--- src/rtl/clkfan_pkg.sv ---
package clkfan_pkg;
    localparam int NUM_REGS  = 3;
    localparam int REG_W     = 8;
    localparam int NUM_OUT   = 10;
    localparam int HDR_BYTES = 3;            // address, command, count
    localparam int LAST_BYTE = HDR_BYTES + NUM_REGS;
    localparam int IDX_W     = $clog2(LAST_BYTE + 1);
    localparam int BIT_W     = $clog2(REG_W + 1);
    localparam logic [6:0] DEV_ADDR = 7'b1101001;

    typedef enum logic [1:0] {
        ST_IDLE,
        ST_RX,
        ST_ACK,
        ST_SKIP
    } rx_state_e;

    typedef struct packed {
        logic scl;
        logic sda;
        logic scl_rise;
        logic scl_fall;
        logic start;
        logic stop;
    } bus_ev_t;

    typedef logic [NUM_REGS-1:0][REG_W-1:0] reg_bank_t;

    // lanes 9..0 from register bits; remaining bits are reserved
    function automatic logic [NUM_OUT-1:0] map_enables(input reg_bank_t r);
        return {r[2][7:6], r[1][7:4], r[0][3:0]};
    endfunction
endpackage

--- src/rtl/i2c_line_sync.sv ---
module i2c_line_sync
    import clkfan_pkg::*;
#(
    parameter int STAGES = 2
) (
    input  logic    clk,
    input  logic    rst,
    input  logic    scl_in,
    input  logic    sda_in,
    output bus_ev_t ev
);
    logic [STAGES-1:0] scl_q;
    logic [STAGES-1:0] sda_q;
    logic              scl_p;
    logic              sda_p;

    always_ff @(posedge clk) begin
        if (rst) begin
            scl_q <= '1;
            sda_q <= '1;
            scl_p <= 1'b1;
            sda_p <= 1'b1;
        end else begin
            scl_q <= {scl_q[STAGES-2:0], scl_in};
            sda_q <= {sda_q[STAGES-2:0], sda_in};
            scl_p <= scl_q[STAGES-1];
            sda_p <= sda_q[STAGES-1];
        end
    end

    always_comb begin
        ev.scl      = scl_q[STAGES-1];
        ev.sda      = sda_q[STAGES-1];
        ev.scl_rise = ev.scl & ~scl_p;
        ev.scl_fall = ~ev.scl & scl_p;
        ev.start    = ev.scl & scl_p & sda_p & ~ev.sda;
        ev.stop     = ev.scl & scl_p & ~sda_p & ev.sda;
    end
endmodule

--- src/rtl/i2c_wr_slave.sv ---
module i2c_wr_slave
    import clkfan_pkg::*;
(
    input  logic      clk,
    input  logic      rst,
    input  bus_ev_t   ev,
    output logic      sda_pull,
    output reg_bank_t regs
);
    localparam logic [BIT_W-1:0] LAST_BIT  = BIT_W'(REG_W - 1);
    localparam logic [BIT_W-1:0] FULL_BITS = BIT_W'(REG_W);
    localparam logic [IDX_W-1:0] HDR_END   = IDX_W'(HDR_BYTES);
    localparam logic [IDX_W-1:0] DATA_END  = IDX_W'(LAST_BYTE);

    rx_state_e        state;
    logic [BIT_W-1:0] bit_cnt;
    logic [IDX_W-1:0] byte_idx;
    logic [REG_W-1:0] shreg;
    logic             ack_pend;
    logic [REG_W-1:0] full;

    assign full = {shreg[REG_W-2:0], ev.sda};

    always_ff @(posedge clk) begin
        if (rst) begin
            state    <= ST_IDLE;
            bit_cnt  <= '0;
            byte_idx <= '0;
            shreg    <= '0;
            ack_pend <= 1'b0;
            sda_pull <= 1'b0;
            regs     <= '1;
        end else if (ev.stop) begin
            state    <= ST_IDLE;
            sda_pull <= 1'b0;
        end else if (ev.start) begin
            sda_pull <= 1'b0;
            if (state == ST_IDLE) begin
                state    <= ST_RX;
                bit_cnt  <= '0;
                byte_idx <= '0;
                ack_pend <= 1'b0;
            end else begin
                state <= ST_SKIP;       // repeated start: abort until STOP
            end
        end else begin
            case (state)
                ST_RX: begin
                    if (ev.scl_rise && bit_cnt < FULL_BITS) begin
                        shreg   <= full;
                        bit_cnt <= bit_cnt + 1'b1;
                        if (bit_cnt == LAST_BIT) begin
                            if (byte_idx == '0) begin
                                ack_pend <= (full[7:1] == DEV_ADDR) && !full[0];
                            end else if (byte_idx < HDR_END) begin
                                ack_pend <= 1'b1;
                            end else if (byte_idx < DATA_END) begin
                                ack_pend <= 1'b1;
                                for (int k = 0; k < NUM_REGS; k++) begin
                                    if (byte_idx == IDX_W'(HDR_BYTES + k)) begin
                                        regs[k] <= full;
                                    end
                                end
                            end else begin
                                ack_pend <= 1'b0;
                            end
                        end
                    end else if (ev.scl_fall && bit_cnt == FULL_BITS) begin
                        if (ack_pend) begin
                            sda_pull <= 1'b1;
                            state    <= ST_ACK;
                        end else begin
                            state <= ST_SKIP;
                        end
                    end
                end
                ST_ACK: begin
                    if (ev.scl_fall) begin
                        sda_pull <= 1'b0;
                        state    <= ST_RX;
                        bit_cnt  <= '0;
                        byte_idx <= byte_idx + 1'b1;
                    end
                end
                default: ;
            endcase
        end
    end
endmodule

--- src/rtl/clk_gate_bank.sv ---
module clk_gate_bank #(
    parameter int N = 10
) (
    input  logic         clk,
    input  logic         rst,
    input  logic         ref_clk,
    input  logic         out_en,
    input  logic [N-1:0] en_req,
    output logic [N-1:0] en_live,
    output logic [N-1:0] clk_out,
    output logic [N-1:0] clk_oe
);
    for (genvar i = 0; i < N; i++) begin : g_lane
        logic eff;
        always_ff @(posedge clk) begin
            if (rst) begin
                eff <= 1'b1;
            end else if (!ref_clk) begin
                eff <= en_req[i];
            end
        end
        assign en_live[i] = eff;
        assign clk_out[i] = ref_clk & eff & out_en;
        assign clk_oe[i]  = out_en;
    end
endmodule

--- src/rtl/clkfan_i2c_ctrl.sv ---
module clkfan_i2c_ctrl
    import clkfan_pkg::*;
#(
    parameter int SYNC_STAGES = 2
) (
    input  logic               clk,
    input  logic               rst,
    input  logic               scl_in,
    input  logic               sda_in,
    output logic               sda_pull,
    input  logic               ref_clk,
    input  logic               out_en,
    output logic [NUM_OUT-1:0] clk_out,
    output logic [NUM_OUT-1:0] clk_oe
);
    bus_ev_t            bus_ev;
    reg_bank_t          regs;
    logic [NUM_OUT-1:0] en_req;
    logic [NUM_OUT-1:0] en_live;
    logic               scl_sync;

    i2c_line_sync #(.STAGES(SYNC_STAGES)) u_sync (
        .clk    (clk),
        .rst    (rst),
        .scl_in (scl_in),
        .sda_in (sda_in),
        .ev     (bus_ev)
    );

    i2c_wr_slave u_slave (
        .clk      (clk),
        .rst      (rst),
        .ev       (bus_ev),
        .sda_pull (sda_pull),
        .regs     (regs)
    );

    assign en_req   = map_enables(regs);
    assign scl_sync = bus_ev.scl;

    clk_gate_bank #(.N(NUM_OUT)) u_gate (
        .clk     (clk),
        .rst     (rst),
        .ref_clk (ref_clk),
        .out_en  (out_en),
        .en_req  (en_req),
        .en_live (en_live),
        .clk_out (clk_out),
        .clk_oe  (clk_oe)
    );
endmodule

--- config.mk ---
export PLATFORM = sky130hd
export DESIGN_NAME = clkfan_i2c_ctrl
export DESIGN_NICKNAME = d
export VERILOG_FILES = /design/src/rtl/clkfan_pkg.sv /design/src/rtl/i2c_line_sync.sv /design/src/rtl/i2c_wr_slave.sv /design/src/rtl/clk_gate_bank.sv /design/src/rtl/clkfan_i2c_ctrl.sv
export SDC_FILE = /design/constraint.sdc
export NUM_CORES = 1
export LEC_CHECK = 0
export ABC_AREA = 1
export CAP_MARGIN = 10
export CORE_MARGIN = 10
export CORE_UTILIZATION = 40
export CTS_BUF_LIST = sky130_fd_sc_hd__clkbuf_4 sky130_fd_sc_hd__clkbuf_8
export DETAILED_ROUTE_END_ITERATION = 10
export PLACE_DENSITY_LB_ADDON = 0.15
export SYNTH_ARGS = -nofsm -noshare
export SYNTH_HDL_FRONTEND = slang
export SYNTH_HIERARCHICAL = 1
export SYNTH_SLANG_ARGS = --single-unit
--- constraint.sdc ---
create_clock -name clk -period 1.5 [get_ports clk]
set_input_delay 0.3 -clock clk [delete_from_list [all_inputs] [get_ports clk]]
set_output_delay 0.3 -clock clk [all_outputs]
set_load 0.005 [all_outputs]
==> parameters.txt, run 1 <==
Parameter                              Value

Setup path
  Cell mode on critical path ... sky130_fd_sc_hd__nand2_2
  Critical Path Source ... u_sync/scl_q[1]
  Peak fanout along the critical path ... 6
  Critical path data arrival time ... about 1.7 ns
  Category of the critical setup timing path ... reg -> reg
  Startpoint type of the worst setup path ... register
  Cells on worst reg2reg path ... 9
  Endpoint type of the worst setup path ... register
  Highest-delay cell along the critical path ... sky130_fd_sc_hd__dfxtp_2
  Worst EP required ... 1.69 ns
  Biggest cell delay along the critical path ... about 0.34 ns
  Cell breakdown of the critical path ... nand2_2, nor2_1, buf_4, nor2_4, nand2_2, nor3_4, nand2_4, nand2_2, nand3_2
  Setup slack, reg-to-reg ... 0.02 ns
  Worst R2R End ... u_slave/regs[2]
  Reg-to-Reg Start ... u_sync/scl_q[1]
  End of the critical path ... u_slave/regs[2]

Die
  Site Rows ... 26
  CORE AREA ... roughly 0.0052 mm^2
  Vertical die dimension ... 94.24 um
  DIE WIDTH ... between 90 and 100 um
  Initial Utilization ... ~42%
  Boundary pin count ... 27
  Area of the die ... a little under 0.009 mm^2

Clock tree
  Clock Path Buffers ... 2
  Clock Pin Slew Worst Setup and Hold Paths ... 0.09 ns
  Clock Sinks ... 44
  Master cell of the clock root buffer ... sky130_fd_sc_hd__clkbuf_8
  Later-pin clock latency in the skew report ... approximately 0.30 ns
  H-tree depth ... 2
  CTS tree ... yes
  Total clock buffers created by CTS ... 5
  Hold-fix buffers at CTS ... 0

Yosys
  Yosys warning count ... 6
  Cell area after synthesis ... roughly 0.0022 mm^2
  Post-Syn Area per Cell ... 7.135 um^2
  Net count after synthesis ... 320
  Number of standard cells after synthesis ... around 310

Detailed routing
  Antenna-violating nets left ... 0
  Initial drt markers ... 89
  Number of remaining DRC errors ... 0
  Average detailed-routed wire length per instance ... between 10 and 15 um
  Overall routed net length ... ~4.9 mm
  Vias post-DR ... about 2000
  Number of detailed-route iterations in the first pass ... 4
  Average via count per standard cell ... between 4 and 5

STA
  Worst hold slack after final layout ... between 0.4 and 0.5 ns
  Setup repair after global routing missed its margin ... yes
  Transition time at the pin with the least slew margin ... 0.3249 ns
  Final clock period utilization by the worst path ... 98.89%
  Final WS setup ... approximately 0.017 ns
  Tightest slew margin relative to the limit ... 78.27%
  Fmax ... between 0.6 and 0.7 GHz
  Shortest period the worst path allows ... between 1 and 1.5 ns
  Total Negative Setup Slacks ... 0 ns
  Clock Skews ... 0.007030 ns
  Total setup violations reported at the end of the flow ... 0
  Final number of max-transition violations ... 0
  Count of endpoints failing hold in the final timing report ... 0

Layout
  Share of the core filled with cells ... a little under three fifths
  Synth-to-layout area growth ... 35.36%
  Fraction of final layout cells sized beyond drive strength 1 ... between 20% and 30%
  Diodes inserted ... 0
  Post-layout instance area ... a little under 0.003 mm^2
  Net count reported at finish ... between 300 and 400

Power
  Leakage power total ... roughly 0.0014 uW
  Power Density ... roughly 900 mW/mm^2
  IR drop worst, VDD ... ~0.00055 V

Placed design
  Count of buffers inserted at the top-level ports ... 26
  Global placement routability congestion ... 0.8970
  Post-place setup slack ... -0.5125 ns
  Half-perimeter wire length after placement ... 3.617 mm
  Placed inst area ... ~0.0027 mm^2

Worst hold path
  Min-delay worst type ... reg -> reg

Global routing
  Overflow left after global routing ... 0
  Pin count of the biggest net entering global routing ... 16
  Total GRT Usage ... between 10% and 20%
  Vias in the first global route ... 1888
  Number of antenna violations at the first check in global routing ... 0
  Global-route wire length before repair ... ~8.4 mm

Flow run
  Number of max-capacitance violations reported ... 0

Outcome
  Outcome ... finished, final reports clean
-- sequential cells by signal, summed over array words and instances (netlist names) --
register	cells
u_slave/regs	10
u_slave/sda_pull	1
u_sync/scl_p	1
u_sync/scl_q	2
u_sync/sda_q	2
u_slave/state	2
u_slave/bit_cnt	4
u_gate/g_lane.eff	10
u_sync/sda_p	1
u_slave/shreg	7
u_slave/byte_idx	3
u_slave/ack_pend	1
-- worst min-delay path by stage --
stage / startpoint / to / cells after the start
floorplan: u_sync/scl_q[0] / u_sync/scl_q[1] / 1
global placement: u_sync/scl_q[0] / u_sync/scl_q[1] / 1
detailed placement: u_sync/scl_q[0] / u_sync/scl_q[1] / 1
CTS: u_sync/sda_q[0] / u_sync/sda_q[1] / 1
global route: u_sync/sda_q[0] / u_sync/sda_q[1] / 1
finish: u_sync/scl_q[0] / u_sync/scl_q[1] / 1
-- power breakdown --
part | total (uW) | internal (uW) | leakage (uW) | switching, uW
clock | 923 | 502 | 0.0000548 | 421
sequential | 1250 | 1220 | 0.000359 | 35.2
combinational | 523 | 241 | 0.00101 | 282
-- layout by cell type (no fill, tap or decap), types with 8 or more instances in the layout --
| cell | count |
|---|---|
| sky130_fd_sc_hd__a21oi_1 | 16 |
| sky130_fd_sc_hd__buf_4 | 36 |
| sky130_fd_sc_hd__clkdlybuf4s50_1 | 14 |
| sky130_fd_sc_hd__dfxtp_1 | 38 |
| sky130_fd_sc_hd__dlygate4sd2_1 | 8 |
| sky130_fd_sc_hd__inv_1 | 19 |
| sky130_fd_sc_hd__nand2_1 | 69 |
| sky130_fd_sc_hd__nand2_2 | 14 |
| sky130_fd_sc_hd__nand3_1 | 42 |
| sky130_fd_sc_hd__nor2_1 | 34 |
-- metal layers --
| metal | vias up | track usage [%] | wire length [um] |
|---|---|---|---|
| met5 | - | 0 | 0 |
| met2 | 54 | 17.68 | 2182 |
| met4 | 0 | 4.304 | 68 |
| li1 | 1086 | - | - |
| met3 | 6 | 3.597 | 375 |
| met1 | 902 | 14.51 | 2318 |
-- repair_timing --
action                     in CTS  in global routing
gates resized for setup        30                 32
hold endpoints to repair        0                  0
setup buffers                   1                  2
pin swaps                       4                 14
setup endpoints to repair      29                 26
-- cell type report --
type                       count  area, um^2
fill                         495        2253
multi-input combinational    219        1180
sequential                    44       890.9
timing repair buffer          68       598.1
inverter                      28       112.6
tap                           70       87.58
clock buffer                   5       68.82
clock inverter                 3       46.29
-- per-stage QoR --
stage	total power [uW]	cells
3_3_place_gp	1770	426
5_1_grt	2861	437
4_1_cts	2707	435
2_1_floorplan	1565	309
6_report	2697	437
3_5_place_dp	1775	426
-- worst max-delay path: cells and delay by family, from the launching register on --
family                 cells  cell delay (ns)
buffers and inverters      1             0.16
and+or+nand+nor            8             0.89
DFF                        1             0.34
Power figures use the tool's default switching activity.
==> inputs of run 2 (changes only) <==
Settings changed: SYNTH_HIERARCHICAL 1 to unset.
==> run 2 against run 1 <==
  * Critical path depth is 8 lower
  * Area after synthesis up 0.17%
  * Hold slack worse by 0.0083 ns
  * Maximum frequency is 3.4% higher
  * Die area increased by 0.13%
  * Setup slack improved by 0.048 ns
  * Largest cell class unchanged
==> parameters.txt, run 2 <==
Parameter                              Value

Outcome
  Outcome ... finished, final reports clean

Placed design
  Number of cells after detailed placement ... 421 (-1.2%)
  Half-perimeter wire length after placement ... 3.692 mm (+2.1%)
  Count of buffers inserted at the top-level ports ... 26 (unchanged)
  Global placement routability congestion ... 0.8633 (-3.8%)
  Placed inst area ... 0.002679 mm^2 (-2.0%)

Detailed routing
  Average detailed-routed wire length per instance ... 11.24 um (-0.66%)
  Number of remaining DRC errors ... 0 (unchanged)
  Number of detailed-route iterations in the first pass ... 4 (unchanged)
  Overall routed net length ... 4.845 mm (-2.0%)
  Vias post-DR ... 1978 (-3.4%)
  Initial drt markers ... 113 (+27%)
  Average via count per standard cell ... 4.589 (-2.1%)
  Antenna-violating nets left ... 0 (unchanged)

Yosys
  Synth unique cells ... 31
  Post-synth top area share ... 39.89%
  Yosys warning count ... 0 (-6)
  Post-Syn Area per Cell ... 7.101 um^2 (-0.47%)
  Most used flip-flop cell after synthesis ... sky130_fd_sc_hd__dfxtp_1
  Dominant cells by area after synthesis ... sky130_fd_sc_hd__dfxtp_1, sky130_fd_sc_hd__nand2_1, sky130_fd_sc_hd__nand3_1, sky130_fd_sc_hd__nor2_1, sky130_fd_sc_hd__ha_1
  Portion of the post-synthesis area used by sequential elements ... about two fifths
  Top cell type by total area after synthesis ... sky130_fd_sc_hd__dfxtp_1
  Number of flops mapped to enable cells by yosys ... 0
  Async set-or-reset flop fraction in the synthesized netlist ... 0%
  Number of standard cells after synthesis ... 311 (+0.65%)
  Net count after synthesis ... 325 (+1.6%)
  Cell area after synthesis ... 0.002208 mm^2 (+0.17%)
  Leading cell types by count after synthesis ... sky130_fd_sc_hd__nand2_1, sky130_fd_sc_hd__dfxtp_1, sky130_fd_sc_hd__nor2_1, sky130_fd_sc_hd__nand3_1, sky130_fd_sc_hd__inv_1
  Most repeated cell in the gate-level netlist after synthesis ... sky130_fd_sc_hd__nand2_1
  Flip-flop and latch count after synthesis ... 44

Clock tree
  Clock Path Buffers ... 2 (unchanged)
  H-tree depth ... 2 (unchanged)
  Clock Pin Slew Worst Setup and Hold Paths ... 0.09 ns (about the same)
  CTS tree ... yes
  Total clock buffers created by CTS ... 5 (unchanged)
  Clock Sinks ... 44 (unchanged)
  Later-pin clock latency in the skew report ... 0.30 ns (about the same)
  Master cell of the clock root buffer ... sky130_fd_sc_hd__clkbuf_8

Power
  Leakage power total ... 0.001382 uW (-2.7%)
  Power Density ... 1268 mW/mm^2 (+40%)
  IR drop worst, VDD ... 0.0005197 V (-6.0%)

Global routing
  Total GRT Usage ... 11.40% (-0.066 points)
  Vias in the first global route ... 1857 (-1.6%)
  Number of antenna violations at the first check in global routing ... 0 (unchanged)
  Overflow left after global routing ... 0 (unchanged)
  Pin count of the biggest net entering global routing ... 14 (-2)
  Global-route wire length before repair ... 8.411 mm (+0.25%)

Layout
  Most frequent standard cell in the layout excluding fill and tap cells ... sky130_fd_sc_hd__nand2_1
  Largest registers ranked by flip-flop count ... u_gate.g_lane.eff: 10 flops, u_slave.regs: 10 flops, u_slave.shreg: 7 flops
  Fraction of final layout cells sized beyond drive strength 1 ... 24.10% (-4.2 points)
  Net count reported at finish ... 375 (-0.53%)
  Cell Count, Final, Fillers Out ... 431 (-1.4%)
  Synth-to-layout area growth ... 29.97%
  Diodes inserted ... 0 (unchanged)
  Most frequent cells in the layout ... sky130_fd_sc_hd__nand2_1, sky130_fd_sc_hd__dfxtp_1, sky130_fd_sc_hd__nor2_1
  Post-layout instance area ... 0.002870 mm^2 (-3.8%)

Setup path
  Dominant delay contributor by cell family on the critical path ... buffers and inverters
  Biggest cell delay along the critical path ... 0.50 ns (+0.16 ns)
  Reg-to-Reg Start ... u_slave.state[0]
  Worst EP required ... 1.20 ns (-0.49 ns)
  Highest-delay cell along the critical path ... sky130_fd_sc_hd__clkdlybuf4s50_1
  Peak fanout along the critical path ... 2 (-4)
  End of the critical path ... sda_pull
  Critical path data arrival time ... 1.13 ns (-0.54 ns)
  Critical Path Source ... u_slave.sda_pull
  Buffers & Inverters on Critical Path ... 1 (unchanged)
  Worst R2R End ... u_slave.bit_cnt[2]
  Endpoint type of the worst setup path ... output pin
  Cells on worst reg2reg path ... 8 (-1)
  Setup slack, reg-to-reg ... 0.10 ns (+0.08 ns)
  Startpoint type of the worst setup path ... register
  Category of the critical setup timing path ... reg -> out
  Total number of cells along the worst setup path ... 1 (-8)
  Cell breakdown of the critical path ... clkdlybuf4s50_1

STA
  Transition time at the pin with the least slew margin ... 0.3696 ns (+0.04464 ns)
  Shortest period the worst path allows ... 1.435 ns (-0.04838 ns)
  Fmax ... 0.6969 GHz (+3.4%)
  Clock Skews ... 0.01101 ns (+0.003977 ns)
  Count of endpoints failing hold in the final timing report ... 0 (unchanged)
  Total setup violations reported at the end of the flow ... 0 (unchanged)
  Final number of max-transition violations ... 0 (unchanged)
  Setup repair after global routing missed its margin ... yes
  Tightest slew margin relative to the limit ... 75.17% (-3.1 points)
  Final clock period utilization by the worst path ... 95.66% (-3.2 points)

Die
  CORE AREA ... 0.005238 mm^2 (unchanged)
  Site Rows ... 26 (unchanged)
  Initial Utilization ... 42.16% (+0.072 points)
  Area of the die ... 0.008892 mm^2 (+0.13%)
  DIE WIDTH ... 94.30 um (about the same)
  Boundary pin count ... 27 (unchanged)
  Vertical die dimension ... 94.30 um (about the same)

Flow run
  Number of max-capacitance violations reported ... 0 (unchanged)

Worst hold path
  Min-delay worst type ... reg -> reg
[run 2: layout make-up]
cell class,instances,area [um^2]
clock buffers,5,68.82
clock inverters,2,60.06
fillers,540,2367
inverters,32,128.9
multi-input cells,218,1107
flip-flops and latches,44,887.1
well taps,70,87.58
repair buffers,59,525.5
repair inverters,1,5.005
[run 2: what timing repair did]
action,in CTS,in global routing
resized for setup,29,22
hold buffers,0,0
pin swaps,0,4
setup buffers,0,2
setup endpoints to repair,20,23
cloned,1,0
[run 2: power by group]
part           internal (uW)  switching, uW  total [uW]
Clock                    656            402        1060
Combinational            541            674        1220
Sequential              1290           76.3        1360
[run 2: how the worst min path moves through the flow]
stage | end | startpoint | slack, ns | cells past startpoint
finish | u_sync.sda_q[1] | u_sync.sda_q[0] | 0.41 | 1
CTS | u_sync.scl_q[1] | u_sync.scl_q[0] | 0.41 | 1
global placement | u_sync.scl_q[1] | u_sync.scl_q[0] | 0.39 | 1
detailed placement | u_sync.scl_q[1] | u_sync.scl_q[0] | 0.39 | 1
floorplan | u_sync.scl_q[1] | u_sync.scl_q[0] | 0.39 | 1
global route | u_sync.sda_q[1] | u_sync.sda_q[0] | 0.44 | 1
[run 2: logic make-up (layout without fill, tap and decap cells)]
| logic type | after synthesis | after routing | synth area share [%] |
|---|---|---|---|
| fa+ha+maj | 8 | 8 | 4.533 |
| xor+xnor | 2 | 2 | 0.7933 |
| flops | 44 | 44 | 39.89 |
| buf+inv | 49 | 99 | 10.65 |
| compound gates | 27 | 27 | 7.252 |
| simple gates | 181 | 181 | 36.88 |
[run 2: per-stage QoR]
stage	hold slack (ns)	TNS (ns)	util [%]	power (uW)	setup WS, ns
2_1_floorplan	0.3895	0	-	2178	0.1733
3_3_place_gp	0.3936	-7.305	51.15	2564	-0.4917
3_5_place_dp	0.3937	-7.711	51.15	2582	-0.5221
4_1_cts	0.4140	0	53.94	3646	0.008444
5_1_grt	0.4394	-0.04403	54.80	3927	-0.02451
6_report	0.4104	0	54.80	3638	0.06505
[run 2: layer usage]
layer	up-vias	share of wire, %	track usage [%]
li1	1073	-	-
met4	0	0.47	3.924
met5	-	0	0
met2	42	44	17.85
met3	2	5.9	3.277
met1	861	50	14.58
